[src/rtl/alu8_pkg.sv]
package alu8_pkg;

    localparam int DATA_W = 8;
    localparam int FLAG_W = 3;

    typedef enum logic [3:0] {
        OP_ADD = 4'h0,
        OP_SUB = 4'h1,
        OP_MUL = 4'h2,
        OP_DIV = 4'h3,
        OP_MOD = 4'h4,
        OP_INC = 4'h5,
        OP_DEC = 4'h6,
        OP_CMP = 4'h7,
        OP_AND = 4'h8,
        OP_NOT = 4'h9,
        OP_OR  = 4'hA,
        OP_XOR = 4'hB,
        OP_SHL = 4'hC,
        OP_SHR = 4'hD,
        OP_RSV0 = 4'hE,
        OP_RSV1 = 4'hF
    } alu_op_e;

    // flag word bit positions: {less, greater, equal}
    localparam logic [FLAG_W-1:0] FLG_EQ = 3'b001;
    localparam logic [FLAG_W-1:0] FLG_GT = 3'b010;
    localparam logic [FLAG_W-1:0] FLG_LT = 3'b100;

    typedef enum logic [1:0] {
        GRP_ARITH,
        GRP_DIVIDE,
        GRP_BITWISE,
        GRP_NONE
    } alu_grp_e;

    typedef struct packed {
        logic wr;
        logic fault;
        logic flag_upd;
    } alu_ctl_t;

    function automatic alu_grp_e op_group(input alu_op_e op);
        case (op)
            OP_ADD, OP_SUB, OP_MUL, OP_INC, OP_DEC: op_group = GRP_ARITH;
            OP_DIV, OP_MOD:                         op_group = GRP_DIVIDE;
            OP_AND, OP_NOT, OP_OR, OP_XOR,
            OP_SHL, OP_SHR:                         op_group = GRP_BITWISE;
            default:                                op_group = GRP_NONE;
        endcase
    endfunction

    function automatic alu_ctl_t op_control(input alu_op_e op, input logic div_zero);
        alu_ctl_t c;
        c = '0;
        case (op_group(op))
            GRP_ARITH, GRP_BITWISE: c.wr = 1'b1;
            GRP_DIVIDE: begin
                c.wr    = !div_zero;
                c.fault = div_zero;
            end
            default: c.flag_upd = (op == OP_CMP);
        endcase
        return c;
    endfunction

endpackage

[src/rtl/alu8_arith.sv]
module alu8_arith
    import alu8_pkg::*;
#(
    parameter int W = DATA_W
) (
    input  alu_op_e      op_i,
    input  logic [W-1:0] a_i,
    input  logic [W-1:0] b_i,
    output logic [W-1:0] y_o
);
    localparam logic [W-1:0] ONE = W'(1);

    logic [W-1:0] sum_w;
    logic [W-1:0] diff_w;
    logic [W-1:0] prod_w;
    logic [W-1:0] inc_w;
    logic [W-1:0] dec_w;

    assign sum_w  = a_i + b_i;
    assign diff_w = a_i - b_i;
    assign prod_w = a_i * b_i;
    assign inc_w  = a_i + ONE;
    assign dec_w  = a_i - ONE;

    always_comb begin
        case (op_i)
            OP_ADD:  y_o = sum_w;
            OP_SUB:  y_o = diff_w;
            OP_MUL:  y_o = prod_w;
            OP_INC:  y_o = inc_w;
            OP_DEC:  y_o = dec_w;
            default: y_o = '0;
        endcase
    end
endmodule

[src/rtl/alu8_divmod.sv]
module alu8_divmod #(
    parameter int W = 8
) (
    input  logic [W-1:0] a_i,
    input  logic [W-1:0] b_i,
    output logic [W-1:0] quo_o,
    output logic [W-1:0] rem_o,
    output logic         zero_o
);
    logic [W-1:0] rem_w;
    logic [W-1:0] quo_w;
    logic [W:0]   shifted_w;
    logic [W:0]   trial_w;

    // restoring division, one quotient bit per step, MSB first
    always_comb begin
        rem_w     = '0;
        quo_w     = '0;
        shifted_w = '0;
        trial_w   = '0;
        for (int i = W - 1; i >= 0; i--) begin
            shifted_w = {rem_w, a_i[i]};
            trial_w   = shifted_w - {1'b0, b_i};
            if (!trial_w[W]) begin
                rem_w    = trial_w[W-1:0];
                quo_w[i] = 1'b1;
            end else begin
                rem_w = shifted_w[W-1:0];
            end
        end
    end

    assign quo_o  = quo_w;
    assign rem_o  = rem_w;
    assign zero_o = (b_i == '0);
endmodule

[src/rtl/alu8_bitops.sv]
module alu8_bitops
    import alu8_pkg::*;
#(
    parameter int W = DATA_W
) (
    input  alu_op_e      op_i,
    input  logic [W-1:0] a_i,
    input  logic [W-1:0] b_i,
    output logic [W-1:0] y_o
);
    localparam int SHW = $clog2(W);

    logic         over_w;
    logic [W-1:0] shl_w;
    logic [W-1:0] shr_w;

    // any amount of W or more clears the result
    generate
        if (W > (1 << SHW) - 1 && SHW < W) begin : g_wide_amt
            assign over_w = (b_i >= W[W-1:0]);
        end else begin : g_narrow_amt
            assign over_w = 1'b0;
        end
    endgenerate

    assign shl_w = over_w ? '0 : (a_i << b_i[SHW-1:0]);
    assign shr_w = over_w ? '0 : (a_i >> b_i[SHW-1:0]);

    always_comb begin
        case (op_i)
            OP_AND:  y_o = a_i & b_i;
            OP_OR:   y_o = a_i | b_i;
            OP_XOR:  y_o = a_i ^ b_i;
            OP_NOT:  y_o = ~a_i;
            OP_SHL:  y_o = shl_w;
            OP_SHR:  y_o = shr_w;
            default: y_o = '0;
        endcase
    end
endmodule

[src/rtl/alu8_compare.sv]
module alu8_compare
    import alu8_pkg::*;
#(
    parameter int W = DATA_W
) (
    input  logic [W-1:0]      a_i,
    input  logic [W-1:0]      b_i,
    output logic [FLAG_W-1:0] flags_o
);
    always_comb begin
        if (a_i == b_i)     flags_o = FLG_EQ;
        else if (a_i > b_i) flags_o = FLG_GT;
        else                flags_o = FLG_LT;
    end
endmodule

[src/rtl/alu8_core.sv]
module alu8_core
    import alu8_pkg::*;
#(
    parameter int W = DATA_W
) (
    input  logic              clk,
    input  logic              rst,
    input  logic              valid_i,
    input  logic [3:0]        op_i,
    input  logic [W-1:0]      a_i,
    input  logic [W-1:0]      b_i,
    output logic [W-1:0]      result_o,
    output logic              wr_en_o,
    output logic [FLAG_W-1:0] flags_o,
    output logic              fault_o
);
    alu_op_e           op_w;
    alu_ctl_t          ctl_w;
    logic [W-1:0]      arith_y;
    logic [W-1:0]      bit_y;
    logic [W-1:0]      quo_y;
    logic [W-1:0]      rem_y;
    logic              div_zero;
    logic [FLAG_W-1:0] cmp_flags;
    logic [W-1:0]      next_res;

    logic [W-1:0]      result_q;
    logic              wr_q;
    logic              fault_q;
    logic [FLAG_W-1:0] flags_q;

    assign op_w = alu_op_e'(op_i);

    alu8_arith #(.W(W)) u_arith (
        .op_i (op_w),
        .a_i  (a_i),
        .b_i  (b_i),
        .y_o  (arith_y)
    );

    alu8_divmod #(.W(W)) u_divmod (
        .a_i    (a_i),
        .b_i    (b_i),
        .quo_o  (quo_y),
        .rem_o  (rem_y),
        .zero_o (div_zero)
    );

    alu8_bitops #(.W(W)) u_bitops (
        .op_i (op_w),
        .a_i  (a_i),
        .b_i  (b_i),
        .y_o  (bit_y)
    );

    alu8_compare #(.W(W)) u_cmp (
        .a_i     (a_i),
        .b_i     (b_i),
        .flags_o (cmp_flags)
    );

    assign ctl_w = op_control(op_w, div_zero);

    always_comb begin
        case (op_group(op_w))
            GRP_ARITH:   next_res = arith_y;
            GRP_BITWISE: next_res = bit_y;
            GRP_DIVIDE: begin
                if (div_zero)           next_res = a_i;
                else if (op_w == OP_MOD) next_res = rem_y;
                else                    next_res = quo_y;
            end
            default:     next_res = a_i;
        endcase
    end

    always_ff @(posedge clk) begin
        if (rst) begin
            result_q <= '0;
            wr_q     <= 1'b0;
            fault_q  <= 1'b0;
            flags_q  <= '0;
        end else begin
            wr_q    <= 1'b0;
            fault_q <= 1'b0;
            if (valid_i) begin
                result_q <= next_res;
                wr_q     <= ctl_w.wr;
                fault_q  <= ctl_w.fault;
                if (ctl_w.flag_upd) flags_q <= cmp_flags;
            end
        end
    end

    assign result_o = result_q;
    assign wr_en_o  = wr_q;
    assign fault_o  = fault_q;
    assign flags_o  = flags_q;
endmodule

[config.mk]
export PLATFORM = sky130hd
export DESIGN_NAME = alu8_core
export DESIGN_NICKNAME = d
export VERILOG_FILES = /design/src/rtl/alu8_pkg.sv /design/src/rtl/alu8_arith.sv /design/src/rtl/alu8_divmod.sv /design/src/rtl/alu8_bitops.sv /design/src/rtl/alu8_compare.sv /design/src/rtl/alu8_core.sv
export SDC_FILE = /design/constraint.sdc
export NUM_CORES = 1
export LEC_CHECK = 0
export ABC_CLOCK_PERIOD_IN_PS = 33200
export BUFFER_PORTS_ARGS = -buffer_cell sky130_fd_sc_hd__buf_2
export CORE_MARGIN = 4
export CORE_UTILIZATION = 35
export CTS_CLUSTER_SIZE = 10
export DETAILED_ROUTE_END_ITERATION = 10
export PLACE_DENSITY_LB_ADDON = 0.05
export SLEW_MARGIN = 40
export SYNTH_ARGS = -nofsm -noshare
export SYNTH_HDL_FRONTEND = slang
export SYNTH_SLANG_ARGS = --single-unit
[constraint.sdc]
create_clock -name clk -period 33.2 [get_ports clk]
set_clock_uncertainty 0.05 [all_clocks]
set_input_delay 4.98 -clock clk [delete_from_list [all_inputs] [get_ports clk]]
set_output_delay 4.98 -clock clk [all_outputs]
set_load 0.05 [all_outputs]
==> metrics.txt, run 1 <==
status finished, final reports clean; Post-Syn Area 0.00695 sq mm; number of port buffers 35; Warnings, synthesis 0; post-layout min period 23,960 ps; Post-Route WL 23,500 um; GR Util All Layers 0.210; Worst Setup End Kind flop; Seq/Total Area, Yosys 0.0374; upper clock frequency limit 41.7 MHz; Avg Inst Size Synth 7.29 sq um; Arr. time, crit path 24,080 ps; Cell variety after synth 89; CP max stage delay 630 ps; Final Setup Violations 0; sequential cell area 260 sq um; Synth top area share 0.211; Initial DRC Count 384; CTS Hold Bufs 0; cell count of the worst reg-to-reg path 4; #FFs+latches synth 13; diode count 0; Crit path max-delay family compound AO/OA/AOI/OAI gates; commonest non-fill, non-tap cell in the layout ha_1; Placer Congestion 0.870; footprint of the multi-input gates 0.00629 sq mm; Post-CTS Resized 0; Mapped Cells 953; Std-Cell Rows 51; nets 1,135; Starting Density 0.356; Post-CTS Setup Inserts 0; vias per inst 5.57; initial antenna violation count 0; share of cells above drive strength 1 0.0956; post-DP HPWL 18,200 um; Worst-Margin Slew 745 ps; router iterations before antenna repair 7; crit path launch type input pin; first-pass GRT wire length 37,500 um; Ports 36; WS Path Type input pin to flop; clock tree sinks 13; Hold Path Cell Cnt 2; post-route clock period utilization 0.722; DP Worst Slack 8770 ps; Remaining DRCs 0; top post-synthesis cells by area ha_1 (21%), xnor2_1 (7.1%), fa_1 (6.0%); P&R area growth vs syn 8.17%; Worst slew margin 0.497; worst-skew pair later-pin latency 240 ps; PnR worst setup slack 9240 ps; ys flop type dfxtp_1; most frequent CP cell a21oi_1; most frequent cells in the layout ha_1 (117), nor2_1 (97), nand2_1 (79), a21oi_1 (78), inv_1 (75); HP Class flop to flop; die height 149 um; Core Box Area 0.0195 sq mm; GRT overflow 0; routed wire length per instance 19.0 um; TritonCTS clock tree yes; data required time at the worst endpoint 33,310 ps; Die W 149 um; Worst-path clk slew 50 ps; asr flop ratio synth 0; DIE AREA 0.0222 sq mm; vias 6,896; Num CTS Buffers 3; CTS root buf clkbuf_16; CP max FO 30; # H-tree levels 1; Filler Cell Count 2,171; Synth area leader ha_1; MaxCap Viol Count 0; largest net degree at the start of global routing 36; final hold vios 0; Setup TNS 0 ps; CP Buf/Inv Count 7; EDFF count, synth 0; fin. max-slew vios 0; antenna viol nets, final 0; Hold Slack 414 ps; critical path depth in cells 82; number of global-route vias before repair 6,581; Max clock buf depth 2; unrepaired setup endpoints after global routing false; Max stage delay cell, worst path xor2_1
==> registers in the layout, summed over array words and instances (netlist names) <==
name      cells
wr_en_o       1
flags_o       3
fault_o       1
result_o      8
==> path summary, 6_finish.rpt <==
path               start           to  slack, ps
max               b_i[1]  result_o[5]       9240
min           flags_o[2]   flags_o[2]        410
max reg2reg  result_o[4]  result_o[4]      31810
min reg2reg   flags_o[2]   flags_o[2]        410
==> synth_stat cells (all sizes together) (3+ instances only) <==
master and count:
a2111oi 4, a211o 3, a211oi 9, a21boi 4, a21o 21, a21oi 80
a221o 6, a221oi 10, a222oi 4, a22oi 12, a2bb2oi 3, a311oi 6
a31oi 3, and2 8, and3 7, buf 10, clkbuf 23, dfxtp 13
fa 21, ha 117, inv 75, mux2 11, mux2i 16, nand2 81
nand2b 14, nand3 16, nand4 3, nor2 100, nor2b 12, nor3 26
nor4 5, nor4b 4, o2111ai 5, o211ai 9, o21a 9, o21ai 64
o21bai 11, o31ai 3, or2 8, xnor2 57, xor2 20
==> routing by layer <==
metal | GRT usage | vias to the layer above | part of all wire
met2 | 0.352 | 170 | 0.46
met4 | 0.0243 | 0 | 0.011
met1 | 0.306 | 3247 | 0.49
li1 | - | 3461 | -
met5 | 0 | - | 0
met3 | 0.0149 | 18 | 0.042
==> layout make-up <==
cell class / count / area share
Clock buffer: 4 / 0.0105
Inverter: 77 / 0.0384
Multi-Input combinational cell: 832 / 0.837
Sequential cell: 13 / 0.0346
Tap cell: 265 / 0.0441
Timing Repair Buffer: 47 / 0.0353
==> per-stage QoR <==
step	utilization	instance area, sq um	std cells
2_1_floorplan	-	6960	955
3_3_place_gp	0.379	7410	1234
3_5_place_dp	0.380	7420	1234
4_1_cts	0.384	7500	1238
5_1_grt	0.385	7520	1238
6_report	0.385	7520	1238
==> cell families (layout without fill, tap and decap cells) <==
| kind of cell | after synthesis | count (layout) | share of synthesized area |
|---|---|---|---|
| AO/OA/AOI/OAI | 290 | 290 | 0.278 |
| AND/OR/NAND/NOR | 294 | 294 | 0.203 |
| XOR/XNOR | 77 | 77 | 0.0981 |
| adder cells (fa/ha/maj) | 139 | 139 | 0.273 |
| multiplexers | 29 | 29 | 0.0479 |
| other | 1 | 3 | 0.000540 |
| flip-flops | 13 | 13 | 0.0374 |
| buffers and inverters | 110 | 128 | 0.0625 |
==> worst reg2reg max path, stage by stage (launching register included) <==
cell and delay [ps]:
dfxtp_1 340, nor2_1 60, a311oi_1 470, o211ai_1 220, o21ai_0 190
Power of run 1 is left out: the tool's default activity adds up to more than one toggle a clock period on the data nets, which glitch-free logic cannot reach.
==> run 2, diff against run 1 <==
--- a/config.mk
+++ b/config.mk
@@ -5,7 +5,7 @@
 export SDC_FILE = /design/constraint.sdc
 export NUM_CORES = 1
 export LEC_CHECK = 0
-export ABC_CLOCK_PERIOD_IN_PS = 33200
+export ABC_CLOCK_PERIOD_IN_PS = 21800
 export BUFFER_PORTS_ARGS = -buffer_cell sky130_fd_sc_hd__buf_2
 export CORE_MARGIN = 4
 export CORE_UTILIZATION = 35
==> constraint.sdc (replaced) <==
create_clock -name clk -period 21.8 [get_ports clk]
set_clock_uncertainty 0.05 [all_clocks]
set_input_delay 3.27 -clock clk [delete_from_list [all_inputs] [get_ports clk]]
set_output_delay 3.27 -clock clk [all_outputs]
set_load 0.05 [all_outputs]
==> metrics.txt, run 2 (synthesis results as in run 1) <==
nets 1,148 (+1.1%); first-pass GRT wire length 38,000 um (+1.3%); Crit path max-delay family compound AO/OA/AOI/OAI gates; Worst-path clk slew 40 ps (about the same); routed wire length per instance 19.3 um (+1.7%); GRT overflow 0 (unchanged); Initial DRC Count 513 (+34%); vias 7,003 (+1.6%); HP Class flop to flop; fin. max-slew vios 0 (unchanged); Die W 149 um (unchanged); cell count of the worst reg-to-reg path 4 (unchanged); # H-tree levels 1 (unchanged); DIE AREA 0.0222 sq mm (unchanged); Starting Density 0.356 (unchanged); Max clock buf depth 2 (unchanged); Final Setup Violations 0 (unchanged); hold wc startpoint flags_o[2]; CTS Hold Bufs 0 (unchanged); Num CTS Buffers 3 (unchanged); WS Path Type input pin to flop; Core Box Area 0.0195 sq mm (unchanged); post-route clock period utilization 0.927; Max stage delay cell, worst path or4_1; post-layout min period 20,210 ps; die height 149 um (unchanged); most frequent cells in the layout ha_1 (116), nor2_1 (97), nand2_1 (77), a21oi_1 (75), inv_1 (74); largest net degree at the start of global routing 35 (-2.8%); Std-Cell Rows 51 (unchanged); worst-skew pair later-pin latency 240 ps (about the same); Ports 36 (unchanged); Largest register FFs 8 (unchanged); CP max FO 13 (-57%); data required time at the worst endpoint 21,880 ps (-11,430 ps); upper clock frequency limit 49.5 MHz; Remaining DRCs 0 (unchanged); CP max stage delay 560 ps (-70 ps); dpl cells 1,245 (+0.89%); number of port buffers 35 (unchanged); RR Startpoint result_o[4]; Worst-Margin Slew 801 ps (+55.8 ps); post-DP HPWL 18,700 um (+2.7%); FF-to-FF End result_o[4]; Worst slew margin 0.462 (-0.0350); status finished, final reports clean; initial antenna violation count 0 (unchanged); Cell Count, Final, Fillers Out 1,251 (+1.1%); clock tree sinks 13 (unchanged); CP Buf/Inv Count 9 (+2); MaxCap Viol Count 0 (unchanged); most frequent CP cell a21oi_1; Post-Route WL 24,100 um (+2.8%); Worst Setup End Kind flop; final hold vios 0 (unchanged); router iterations before antenna repair 5 (-2); Filler Cell Count 2,140 (-1.4%); Arr. time, crit path 20,290 ps (-3790 ps); number of global-route vias before repair 6,764 (+2.8%); diode count 0 (unchanged); share of cells above drive strength 1 0.120 (+0.0241); vias per inst 5.60 (+0.50%); GR Util All Layers 0.215 (+0.00450); WHS Endpoint flags_o[2]; R2R Setup Slk 20,470 ps (-11,340 ps); commonest non-fill, non-tap cell in the layout ha_1; Setup TNS 0 ps (unchanged); crit path launch type input pin; Placer Congestion 0.880 (+1.1%); P&R area growth vs syn 10.8%; Hold Path Cell Cnt 2 (unchanged); TritonCTS clock tree yes; antenna viol nets, final 0 (unchanged); CTS root buf clkbuf_16
## run 2: area by class of cell
class,count,area [sq um],area share
multi-input cells,832,6380,0.828
repair buffers,60,363,0.0471
well taps,265,332,0.0431
inverters,77,289,0.0375
flip-flops and latches,13,260,0.0338
clock buffers,4,78.8,0.0102
## run 2: repair_timing
item                                    CTS  global route
setup buffers                             0             2
gates resized for setup                   0            24
endpoints found under the setup margin    0             8
## run 2: how the worst max path moves through the flow
stage                start     endpoint  slack, ps  depth (start not counted)
floorplan           b_i[1]  result_o[5]       1290                         89
global placement    a_i[7]  result_o[5]        590                         84
detailed placement  a_i[7]  result_o[5]        170                         88
CTS                 a_i[7]  result_o[5]        380                         88
global route        a_i[7]  result_o[2]        -20                         90
finish              a_i[7]  result_o[2]       1590                         87
## run 2: layer usage
layer / up-vias / GRT usage / part of all wire
li1: 3490 / - / -
met1: 3278 / 0.312 / 0.48
met2: 189 / 0.350 / 0.44
met3: 46 / 0.0131 / 0.043
met4: 0 / 0.0494 / 0.029
met5: - / 0 / 0
## run 2: worst register-to-register path, cell delays in order (launching register included)
cell	delay, ps
dfxtp_1	340
nor2_1	50
a311oi_1	420
o211ai_1	210
o21ai_0	190
## run 2: per-stage QoR
stage	hold slack (ps)	utilization	area [sq um]	worst slack (ps)
finish	406	0.394	7700	1590
global route	420	0.394	7700	-21.5
CTS	407	0.388	7570	384
detailed placement	401	0.384	7500	172
global placement	397	0.384	7490	587
floorplan	625	-	6960	1290
Power of run 2 is left out for the same reason.
==> run 3, diff against run 2 <==
--- a/config.mk
+++ b/config.mk
@@ -6,7 +6,7 @@
 export NUM_CORES = 1
 export LEC_CHECK = 0
 export ABC_CLOCK_PERIOD_IN_PS = 21800
-export BUFFER_PORTS_ARGS = -buffer_cell sky130_fd_sc_hd__buf_2
+export BUFFER_PORTS_ARGS = -buffer_cell sky130_fd_sc_hd__clkbuf_2
 export CORE_MARGIN = 4
 export CORE_UTILIZATION = 35
 export CTS_CLUSTER_SIZE = 10
==> metrics.txt, run 3 (synthesis results as in run 1) <==
Num CTS Buffers 3 (unchanged); share of cells above drive strength 1 0.115 (-0.00495); initial antenna violation count 0 (unchanged); Largest register FFs 8 (unchanged); routed wire length per instance 19.6 um (+1.8%); Die W 149 um (unchanged); Post-Route WL 24,600 um (+1.7%); diode count 0 (unchanged); Worst slew margin 0.441 (-0.0212); nets 1,147 (-0.087%); Starting Density 0.356 (unchanged); Worst-path clk slew 40 ps (about the same); MaxCap Viol Count 0 (unchanged); die height 149 um (unchanged); Worst-Margin Slew 833 ps (+31.6 ps); Worst Setup End Kind flop; Placer Congestion 0.884 (+0.52%); vias 7,045 (+0.60%); most frequent CP cell a21oi_1; post-DP HPWL 19,100 um (+1.8%); GR Util All Layers 0.219 (+0.00442); # H-tree levels 1 (unchanged); status finished, final reports clean; router iterations before antenna repair 5 (unchanged); fin. max-slew vios 0 (unchanged); HP Class flop to flop; Hold Slack 414 ps (+8.01 ps); largest net degree at the start of global routing 34 (-2.9%); GRT overflow 0 (unchanged); Post-DP Area 0.00748 sq mm (-0.15%); DIE AREA 0.0222 sq mm (unchanged); Ports 36 (unchanged); R2R Setup Slk 20,470 ps (about the same); Std-Cell Rows 51 (unchanged); Core Box Area 0.0195 sq mm (unchanged); CP max stage delay 550 ps (about the same); Final Setup Violations 0 (unchanged); CTS Hold Bufs 0 (unchanged); fin area 0.00771 sq mm (+0.11%); Max stage delay cell, worst path or4_1; Remaining DRCs 0 (unchanged); post-layout min period 20,270 ps (+59.8 ps); antenna viol nets, final 0 (unchanged); number of port buffers 35 (unchanged); final hold vios 0 (unchanged); P&R area growth vs syn 10.9%; Initial DRC Count 461 (-10%); Setup TNS 0 ps (unchanged); TritonCTS clock tree yes; fin util 0.395 (+0.000449); crit path launch type input pin; vias per inst 5.64 (+0.68%); CP max FO 13 (unchanged); number of global-route vias before repair 6,703 (-0.90%); most frequent cells in the layout ha_1 (117), nor2_1 (97), nand2_1 (77), a21oi_1 (77), inv_1 (74); WS Path Type input pin to flop; data required time at the worst endpoint 21,870 ps (about the same); upper clock frequency limit 49.3 MHz (-0.29%); Arr. time, crit path 20,340 ps (+50 ps); commonest non-fill, non-tap cell in the layout ha_1; Max clock buf depth 2 (unchanged); first-pass GRT wire length 38,400 um (+1.2%); post-route clock period utilization 0.930 (+0.00274); CTS root buf clkbuf_16; clock tree sinks 13 (unchanged); worst-skew pair later-pin latency 240 ps (about the same)
[run 3: path summary, 6_finish.rpt]
check                           cells past startpoint        start          end
worst min-delay path                                2   flags_o[2]   flags_o[2]
worst max-delay path                               91       a_i[7]  result_o[2]
worst min register to register                      2   flags_o[2]   flags_o[2]
worst max register to register                      4  result_o[4]  result_o[4]
[run 3: critical path, delay by kind of cell]
kind            cells  cell delay (ps)
fa+ha+maj           9             3160
xor+xnor            2              440
simple gates       27             3800
mux                 4             1330
compound gates     40             7070
buf+inv             9             1310
[run 3: stage by stage]
| stage | instances | worst slack, ps |
|---|---|---|
| 2_1_floorplan | 955 | 1290 |
| 3_3_place_gp | 1244 | 587 |
| 3_5_place_dp | 1244 | 176 |
| 4_1_cts | 1248 | 375 |
| 5_1_grt | 1250 | -35.0 |
| 6_report | 1250 | 1530 |
[run 3: area by class of cell]
type                            count  area, sq um
Clock buffer                        4         78.8
Fill cell                        2126        11800
Inverter                           77          289
Multi-Input combinational cell    832         6380
Sequential cell                    13          260
Tap cell                          265          332
Timing Repair Buffer               59          368
[run 3: repair_timing]
| item | in CTS | in global routing |
|---|---|---|
| endpoints found under the setup margin | 0 | 8 |
| setup buffers | 0 | 2 |
| resized for setup | 0 | 22 |
[run 3: metal layers]
layer  part of all wire  track usage
met5                  0            0
met4              0.024       0.0435
met3              0.040       0.0225
met2               0.45        0.359
met1               0.48        0.314
Power of run 3 is left out for the same reason.
